==> src/rtl/irc_pkg.sv <==
package irc_pkg;
  // Strobes from control to datapath
  typedef struct packed {
    logic clear;   // hold divider at idle phase
    logic tick;    // one instruction-clock tick
  } ircStrobe_t;
endpackage

==> src/rtl/irc_ctrl.sv <==
module irc_ctrl
  import irc_pkg::*;
#(
  parameter int PRE_DIV = 4
) (
  input  logic       clk,
  input  logic       rstN,
  input  logic       cfgCarrierMode,
  input  logic       wrEn,
  input  logic       wrData,
  output logic       dataBit,
  output logic       carrierOn,
  output ircStrobe_t strobe
);
  localparam int PRE_W = (PRE_DIV > 1) ? $clog2(PRE_DIV) : 1;
  localparam logic [PRE_W-1:0] PRE_LAST = PRE_W'(PRE_DIV - 1);

  logic [PRE_W-1:0] preCnt;

  // Port data register, idles high
  always_ff @(posedge clk or negedge rstN) begin
    if (!rstN) dataBit <= 1'b1;
    else if (wrEn) dataBit <= wrData;
  end

  assign carrierOn = cfgCarrierMode & ~dataBit;

  // Instruction-clock prescaler, held at zero while the carrier is off
  always_ff @(posedge clk or negedge rstN) begin
    if (!rstN) preCnt <= '0;
    else if (!carrierOn) preCnt <= '0;
    else if (preCnt == PRE_LAST) preCnt <= '0;
    else preCnt <= preCnt + 1'b1;
  end

  always_comb begin
    strobe.clear = ~carrierOn;
    strobe.tick  = carrierOn & (preCnt == PRE_LAST);
  end
endmodule

==> src/rtl/irc_dp.sv <==
module irc_dp
  import irc_pkg::*;
#(
  parameter int N_W   = 2,
  parameter int BIN_W = 3
) (
  input  logic           clk,
  input  logic           rstN,
  input  logic           cfgM3,
  input  logic [N_W-1:0] cfgN,
  input  logic           cfgThird,
  input  ircStrobe_t     strobe,
  output logic           lowPhase
);
  localparam int POS_W = BIN_W + 2;

  logic             started;
  logic [1:0]       primeCnt;
  logic [BIN_W-1:0] binCnt;
  logic [1:0]       primeLast;
  logic [BIN_W-1:0] binLast;
  logic [BIN_W:0]   binSpan;
  logic [POS_W-1:0] posVal;
  logic [POS_W-1:0] periodLen;
  logic [POS_W-1:0] lowLen;
  logic [POS_W-1:0] mVal;

  always_comb begin
    mVal      = cfgM3 ? POS_W'(3) : POS_W'(2);
    primeLast = cfgM3 ? 2'd2 : 2'd1;
    binSpan   = (BIN_W+1)'(1) << cfgN;
    binLast   = BIN_W'(binSpan - 1'b1);
    periodLen = mVal << cfgN;
    if (cfgM3 && (cfgThird || cfgN == '0)) lowLen = POS_W'(binSpan);
    else lowLen = periodLen >> 1;
    posVal = POS_W'(binCnt) * mVal + POS_W'(primeCnt);
  end

  // Prime stage (mod m) feeding a binary stage (mod 2^n)
  always_ff @(posedge clk or negedge rstN) begin
    if (!rstN) begin
      started  <= 1'b0;
      primeCnt <= '0;
      binCnt   <= '0;
    end else if (strobe.clear) begin
      started  <= 1'b0;
      primeCnt <= '0;
      binCnt   <= '0;
    end else if (strobe.tick) begin
      if (!started) begin
        started  <= 1'b1;
        primeCnt <= '0;
        binCnt   <= '0;
      end else if (primeCnt == primeLast) begin
        primeCnt <= '0;
        binCnt   <= (binCnt == binLast) ? '0 : binCnt + 1'b1;
      end else begin
        primeCnt <= primeCnt + 1'b1;
      end
    end
  end

  assign lowPhase = started & (posVal < lowLen);
endmodule

==> src/rtl/irc_carrier_gen.sv <==
module irc_carrier_gen
  import irc_pkg::*;
#(
  parameter int PRE_DIV = 4,
  parameter int N_W     = 2,
  parameter int BIN_W   = 3
) (
  input  logic           clk,
  input  logic           rstN,
  input  logic           cfgCarrierMode,
  input  logic           cfgM3,
  input  logic [N_W-1:0] cfgN,
  input  logic           cfgThird,
  input  logic           wrEn,
  input  logic           wrData,
  output logic           rdData,
  output logic           pinOut
);
  ircStrobe_t strobe;
  logic       dataBit;
  logic       carrierOn;
  logic       lowPhase;

  irc_ctrl #(.PRE_DIV(PRE_DIV)) ctrl_i (
    .clk(clk), .rstN(rstN), .cfgCarrierMode(cfgCarrierMode),
    .wrEn(wrEn), .wrData(wrData), .dataBit(dataBit),
    .carrierOn(carrierOn), .strobe(strobe)
  );

  irc_dp #(.N_W(N_W), .BIN_W(BIN_W)) dp_i (
    .clk(clk), .rstN(rstN), .cfgM3(cfgM3), .cfgN(cfgN),
    .cfgThird(cfgThird), .strobe(strobe), .lowPhase(lowPhase)
  );

  assign rdData = dataBit;
  assign pinOut = cfgCarrierMode ? ~(carrierOn & lowPhase) : dataBit;
endmodule

==> config.mk <==
export PLATFORM = sky130hd
export DESIGN_NAME = irc_carrier_gen
export DESIGN_NICKNAME = d
export VERILOG_FILES = /design/src/rtl/irc_pkg.sv /design/src/rtl/irc_ctrl.sv /design/src/rtl/irc_dp.sv /design/src/rtl/irc_carrier_gen.sv
export SDC_FILE = /design/constraint.sdc
export NUM_CORES = 1
export LEC_CHECK = 0
export BUFFER_PORTS_ARGS = -buffer_cell sky130_fd_sc_hd__buf_2
export CORE_MARGIN = 3
export CORE_UTILIZATION = 51
export DETAILED_ROUTE_END_ITERATION = 7
export PLACE_DENSITY_LB_ADDON = 0.15
export SYNTH_ARGS = -nofsm -noshare
export SYNTH_HDL_FRONTEND = slang
export SYNTH_SLANG_ARGS = --single-unit
==> constraint.sdc <==
create_clock -name clk -period 6.65 [get_ports clk]
set_input_delay 0.665 -clock clk [delete_from_list [all_inputs] [get_ports clk]]
set_output_delay 0.665 -clock clk [all_outputs]
set_load 0.02 [all_outputs]
== After elaboration in Yosys (flattened, before gate mapping) ==
Cells that the tools add are included.
Operators by class
  add/subtract/negate cells: 5
  $mul: 1
  divide/modulo/power cells: 0
  $lt $le $gt $ge: 1
  equal/unequal tests: 5
  shift operators: 2
  mux-type cells: 17
  bitwise gates (word level): 6
  reductions and logical operators: 4
Operators by type and width (count)
  2-to-1 mux 3 bit: 5
  2-to-1 mux 2 bit: 7
  adder 5 x 2 -> 5 bit: 1
  less-than comparator 5 bit: 1
  multiplier 3 x 5 -> 5 bit: 1
  left shift 5 x 2 -> 5 bit: 1
  adder 2 x 1 -> 2 bit, second input constant: 2
  AND 1 bit: 4
  2-to-1 mux 1 bit: 4
  2-to-1 mux 4 bit: 1
  left shift 1 x 2 -> 4 bit, first input constant: 1
  adder 3 x 1 -> 3 bit, second input constant: 1
  equality test 3 bit: 1
  inequality test 3 bit, second input constant: 1
  subtractor 3 x 1 -> 3 bit, second input constant: 1
  equality test 2 bit: 1
  equality test 2 bit, second input constant: 1
  logical NOT 2 bit: 1
  inequality test 2 x 1 -> 1 bit, second input constant: 1
  NOT 1 bit: 2
  AND reduction 2 bit: 1
  logical AND 1 bit: 1
  logical OR 1 bit: 1
Storage, ports and cells
  flip-flop bits (word level): 9
  bits in latches: 0
  RAM bits: 0
  ROM bits: 0
  bits of input ports: 9
  output and inout bits: 2
  word-level logic and storage cells: 46
  memories kept: 0

== Logic depth before layout (Yosys ltp) ==
  depth after elaboration: 9
  gate-level depth with buffers: 9
  mapped depth without buffers: 9

== Cells and area by module ==
Synthesis repeated with hierarchy kept, for this count alone.
Unflattened totals
  cell total of the unflattened synthesis: 78
  area total of the unflattened synthesis: 795.8 um2
By module, submodules not included
  irc_dp: times used 1, cells each 66, area each 635.6 um2, sequential area each 150.1 um2
  irc_ctrl: times used 1, cells each 10, area each 150.1 um2, sequential area each 76.3 um2
  irc_carrier_gen: times used 1, cells each 2, area each 10.0 um2, sequential area each 0.0 um2

== Worst setup path after synthesis ==
No wires, ideal clock.
  path kind: in2out
  start: input port cfgM3
  end: output port pinOut
  arrival: 2.908 ns
  required time: 5.985 ns
  path slack: 3.077 ns
  stages: 9
  path buffers: 0
  cells stage by stage: and2_1 -> fa_1 -> ha_1 -> fa_1 -> xor2_1 -> ha_1 -> a2111o_1 -> a211oi_1 -> o21bai_1
On the way
  word-level cells in the longest chain between the ends: 8
  elaborated cells on any way between the ends: 11
  those cells by class: add/sub: 1; mul: 1; order compare: 1; shift: 1; mux: 3; bitwise: 3; reduce/logical: 1
RTL lines
  start, declared: line irc_carrier_gen.sv:11  | input logic cfgM3,
  2-to-1 mux 1 bit: line irc_dp.sv:29  | mVal = cfgM3 ? POS_W'(3) : POS_W'(2);
  multiplier 3 x 5 -> 5 bit or left shift 5 x 2 -> 5 bit (tied branches): line irc_dp.sv:36, irc_dp.sv:33
  adder 5 x 2 -> 5 bit or 2-to-1 mux 4 bit (tied branches): line irc_dp.sv:36, irc_dp.sv:34
  less-than comparator 5 bit (*): line irc_dp.sv:63  | assign lowPhase = started & (posVal < lowLen);
  AND 1 bit (*): line irc_dp.sv:63
  AND 1 bit (*): line irc_carrier_gen.sv:36  | assign pinOut = cfgCarrierMode ? ~(carrierOn & lowPhase) : dataBit;
  NOT 1 bit (*): line irc_carrier_gen.sv:36
  2-to-1 mux 1 bit (*): line irc_carrier_gen.sv:36
  end, declared: line irc_carrier_gen.sv:17  | output logic pinOut
Every way passes the cells marked *; elsewhere a longest branch is shown, timed or not.

== Final worst setup path ==
Ends and elaborated chain as after synthesis.

==> results.md <==
Clock network:
- For the worst-skew pair, the clock arrives at the later sink with an insertion delay of 250 ps.
- Counting every sink on the clock net gives 9.
- The total of cells resized after clock tree synthesis is 0.
- After clock tree synthesis, the clock-pin slew on the worst setup and hold paths is 60 ps.
- Clock tree synthesis inserted a total of 3 buffers.
- The depth of the CTS H-tree is 1.
- The longest clock path from root to sink contains 2 buffers.
- After clock tree synthesis, the setup repair step added 0 buffers.
- The clock root buffer is sky130_fd_sc_hd__clkbuf_4.
- TritonCTS built the clock tree.
- For this design, the CTS-stage hold fixing added 0 buffers.

Pwr:
- The switching power is 0.0000302 W.
- Sequential cells burn 49.3% of the power.
- The leakage power is ~0.42 nW.
- IR analysis of the VDD net gives a maximum drop of around 0.13 mV.
- The switching share of power is 25.0%.
- The internal power consumption is about 0.000091 W.
- The combinational fraction of design power is 17.8%.
- The areal power density over the cells is 142 nW/µm².
- In this run, the clock network consumes 32.9% of the power.

Drt:
- The first detailed-routing pass ran for 4 iterations.
- The detailed router placed between 500 and 600 vias in this run.
- The detail route stage leaves a number of antenna-violating nets equal to 0.
- Using the TritonRoute via totals, the vias-per-cell ratio works out to 5.78.
- The number of remaining DRC errors is 0.
- The final layout contains routed wiring with a total length of 1.34 mm.
- Dividing the detail-routed wire length by the instance count gives around 13 µm.
- The detailed router finished its first iteration with 13 violations.

Synthesis:
- The combinational family with the most area after synthesis is simple AND/OR/NAND/NOR gates.
- Averaged over all synthesized cells, the footprint is 10.4 µm².
- The number of synthesized flops with an enable pin is 0.
- The post-synthesis register bit count is 9.
- Yosys printed 0 warnings.
- The fraction of synthesized cell area taken by the top area cell type is a little over a quarter.
- Sorting the synthesized cells by how often they occur yields 10 x sky130_fd_sc_hd__ha_1, 8 x sky130_fd_sc_hd__dfrtp_1, 5 x sky130_fd_sc_hd__o21ai_0, 4 x sky130_fd_sc_hd__nand2_1, 4 x sky130_fd_sc_hd__nor2_1.
- The sequential element share of the synthesized area is 29.8%.
- The most common cell in the synthesized netlist is sky130_fd_sc_hd__ha_1.
- In the synthesized netlist, the number of instances is 73.
- The most common flop cell mapped by yosys is sky130_fd_sc_hd__dfrtp_1.
- The compound-cell area share of the yosys netlist is 17.5%.
- The simple-gate share of the synthesized area is 23.6%.
- Yosys attributes the largest share of cell area to sky130_fd_sc_hd__dfrtp_1 26%, sky130_fd_sc_hd__ha_1 16%, sky130_fd_sc_hd__fa_1 5.3%.
- The number of nets in the synthesized netlist is 94.
- The post-synthesis cell type count is 36.
- The adder-cell area share of the yosys netlist is a little over a fifth.
- After Yosys synthesis, XOR and XNOR cells account for between 2 and 2.5% of the synthesized area.
- In this run the cell area of the synthesized design comes to 759 µm².
- In the synthesized netlist the async set-or-reset flop fraction comes to 100%.
- The share of synthesized area spent on multiplexers is 2.97%.
- The largest total area in the synthesized netlist belongs to sky130_fd_sc_hd__dfrtp_1.

Cells and area:
- The fraction of final layout cells with drive strength greater than 1 is about a quarter.
- The growth of design area from synthesis to finish is 11.9%.
- The total inserted antenna cells is 0.
- The number of fill cells in the layout is 121.
- The multi-input combinational cells in the finished layout cover a total of 517 µm².
- The register cell area after layout is 226 µm².
- The post-layout net count is 108.

Job:
- Across the run, the number of max-cap violations was 0.

Timing:
- The worst slew margin relative to its limit is 70.9%.
- The final period utilization is just under 60%.
- At the pin with the least slew margin, the transition time is 436 ps.
- Setup repair after global routing left no endpoint under its margin.
- The final worst hold slack is 248 ps.
- Subtracting the final worst setup slack from the clock period gives between 3000 and 4000 ps.
- Setup violations remaining at the end of the flow were counted as 0.
- The number of endpoints with negative hold slack in the final report was 0.
- The setup TNS is 0 ps.
- For this run, the top clock speed supported by timing is 259 MHz.
- The number of max-slew violations in the final report is 0.
- For the final database, setup skew stands at 1.48 ps.

Global routing:
- The via count of the first global-routing pass is ~570.
- The number of antenna violations at the first check in global routing is 0.
- For met3 alone, demand over resource in global routing was 2.44%.
- Global routing used between 15 and 20% of the available tracks across all layers.
- The global routing stage identified its most utilized layer as met2.
- Global routing used between 20 and 30% of the available met2 tracks.
- The met1 track demand over resource is between 20% and 30%.
- After global routing the overflow that remains totals 0.
- The first global-routing pass estimated 2.46 mm of wire.
- Entering global routing, the biggest net connects 10 pins.

Worst setup path:
- STA classifies the critical path endpoint as an output port.
- The worst setup path is launched from a primary input.
- The critical path is of the primary input to output port type.
- The arrival time of the worst setup path is 3190 ps.
- The slowest stage of the critical path is the sky130_fd_sc_hd__fa_1 cell.
- The biggest cell delay along the critical path is 430 ps.
- The largest fanout of any net on the critical path is 6.
- The signal on the critical path passes through buf_2 -> and2_1 -> fa_1 -> ha_1 -> fa_1 -> xor2_1 -> ha_1 -> a2111o_1 -> a211oi_1 -> o21bai_1 -> buf_2.
- The critical path required time is roughly 6000 ps.

Floorplanning:
- Once the floorplan was initialized, standard cells occupied 56.3% of the core.
- The number of placement rows is 13.
- The floorplan step defined a die boundary enclosing between 1500 and 2000 µm².
- The die is 44.6 µm wide.
- Pin placement for this block handled 11 I/O pins.
- The area of the core region is 1350 µm².
- In this run the vertical extent of the chip is 44.6 µm.

Status:
- The flow ran to the end, and the final reports show no timing, DRC or antenna violations.

Placement:
- The congestion estimate from routability-driven global placement came to 0.784.
- The count of buffers inserted at the top-level ports is 10.
- Detailed placement finished with a half-perimeter wire length of around 1.1 mm.

Hold path:
- The worst hold path belongs to the class primary input to asynchronous set/reset pin.
==> final timing paths <==
kind	from	cells after the start	slack, ps	endpoint
max	cfgM3	11	2800	pinOut
min	rstN	1	250	dp_i.primeCnt[0]
max reg2reg	ctrl_i.preCnt[0]	5	4890	dp_i.binCnt[2]
min reg2reg	ctrl_i.preCnt[0]	1	450	ctrl_i.preCnt[0]
max in group asynchronous	rstN	1	6160	ctrl_i.dataBit
min in group clk	ctrl_i.preCnt[0]	1	450	ctrl_i.preCnt[0]
==> registers in the layout, summed over array words and instances (netlist names) <==
signal          cells
ctrl_i.dataBit      1
dp_i.primeCnt       2
ctrl_i.preCnt       2
dp_i.binCnt         3
dp_i.started        1
==> layer usage <==
layer  share of wire [%]  wire length (µm)
met3                 3.7                50
met5                   0                 0
met2                  46               616
met4                0.60                 8
met1                  50               665
==> critical path: cells and delay by family <==
family,cells,cell delay [ps]
and+or+nand+nor,1,170
buffers and inverters,2,290
adders and majority gates,4,1210
AOI/OAI and AO/OA,3,670
xor gates and xnor gates,1,170
==> cell families after synthesis <==
group,after synthesis
AND/OR/NAND/NOR,28
AO/OA/AOI/OAI,16
adder cells (fa/ha/maj),12
flip-flops,9
buffers and inverters,4
XOR/XNOR,2
multiplexers,2
==> stage by stage <==
stage | setup slack [ps] | cells | utilization [%] | total power, W | instance area (µm²)
after CTS | 2790 | 101 | 62.9 | 0.000124 | 850
after global routing | 2660 | 101 | 62.9 | 0.000130 | 850
final | 2800 | 101 | 62.9 | 0.000121 | 850
after detailed placement | 2800 | 97 | 61.0 | 0.0000822 | 823
after global placement | 2840 | 97 | 61.0 | 0.0000817 | 823
after floorplan | 3080 | 73 | - | 0.0000745 | 759
==> power groups by stage <==
| stage | registers, W | clock network, W | logic (W) |
|---|---|---|---|
| 2_1_floorplan | 0.0000609 | 0 | 0.0000136 |
| 3_3_place_gp | 0.0000604 | 0 | 0.0000213 |
| 3_5_place_dp | 0.0000606 | 0 | 0.0000217 |
| 4_1_cts | 0.0000596 | 0.0000425 | 0.0000219 |
| 5_1_grt | 0.0000601 | 0.0000447 | 0.0000250 |
| 6_report | 0.0000596 | 0.0000398 | 0.0000216 |
==> cells in the final DEF (no fill, tap or decap), types with 2 or more instances in the layout <==
master	n
sky130_fd_sc_hd__ha_1	10
sky130_fd_sc_hd__buf_2	10
sky130_fd_sc_hd__and2_1	3
sky130_fd_sc_hd__mux2_2	2
sky130_fd_sc_hd__inv_1	3
sky130_fd_sc_hd__nor3_1	3
sky130_fd_sc_hd__o21ai_0	5
sky130_fd_sc_hd__nand2_1	4
sky130_fd_sc_hd__a211oi_1	2
sky130_fd_sc_hd__nor2b_1	2
sky130_fd_sc_hd__dfrtp_1	8
sky130_fd_sc_hd__o21ai_1	2
sky130_fd_sc_hd__fa_1	2
sky130_fd_sc_hd__nor2_1	4
sky130_fd_sc_hd__clkbuf_4	3
==> cell type report <==
type                    instances  share of cell area, %
clock buffers                   4                   3.09
inverters                       3                   1.33
multi-input cells              60                   60.8
flip-flops and latches          9                   26.7
well taps                      15                   2.21
repair buffers                 10                   5.89
Note: power is estimated with default switching activity, not from simulation.
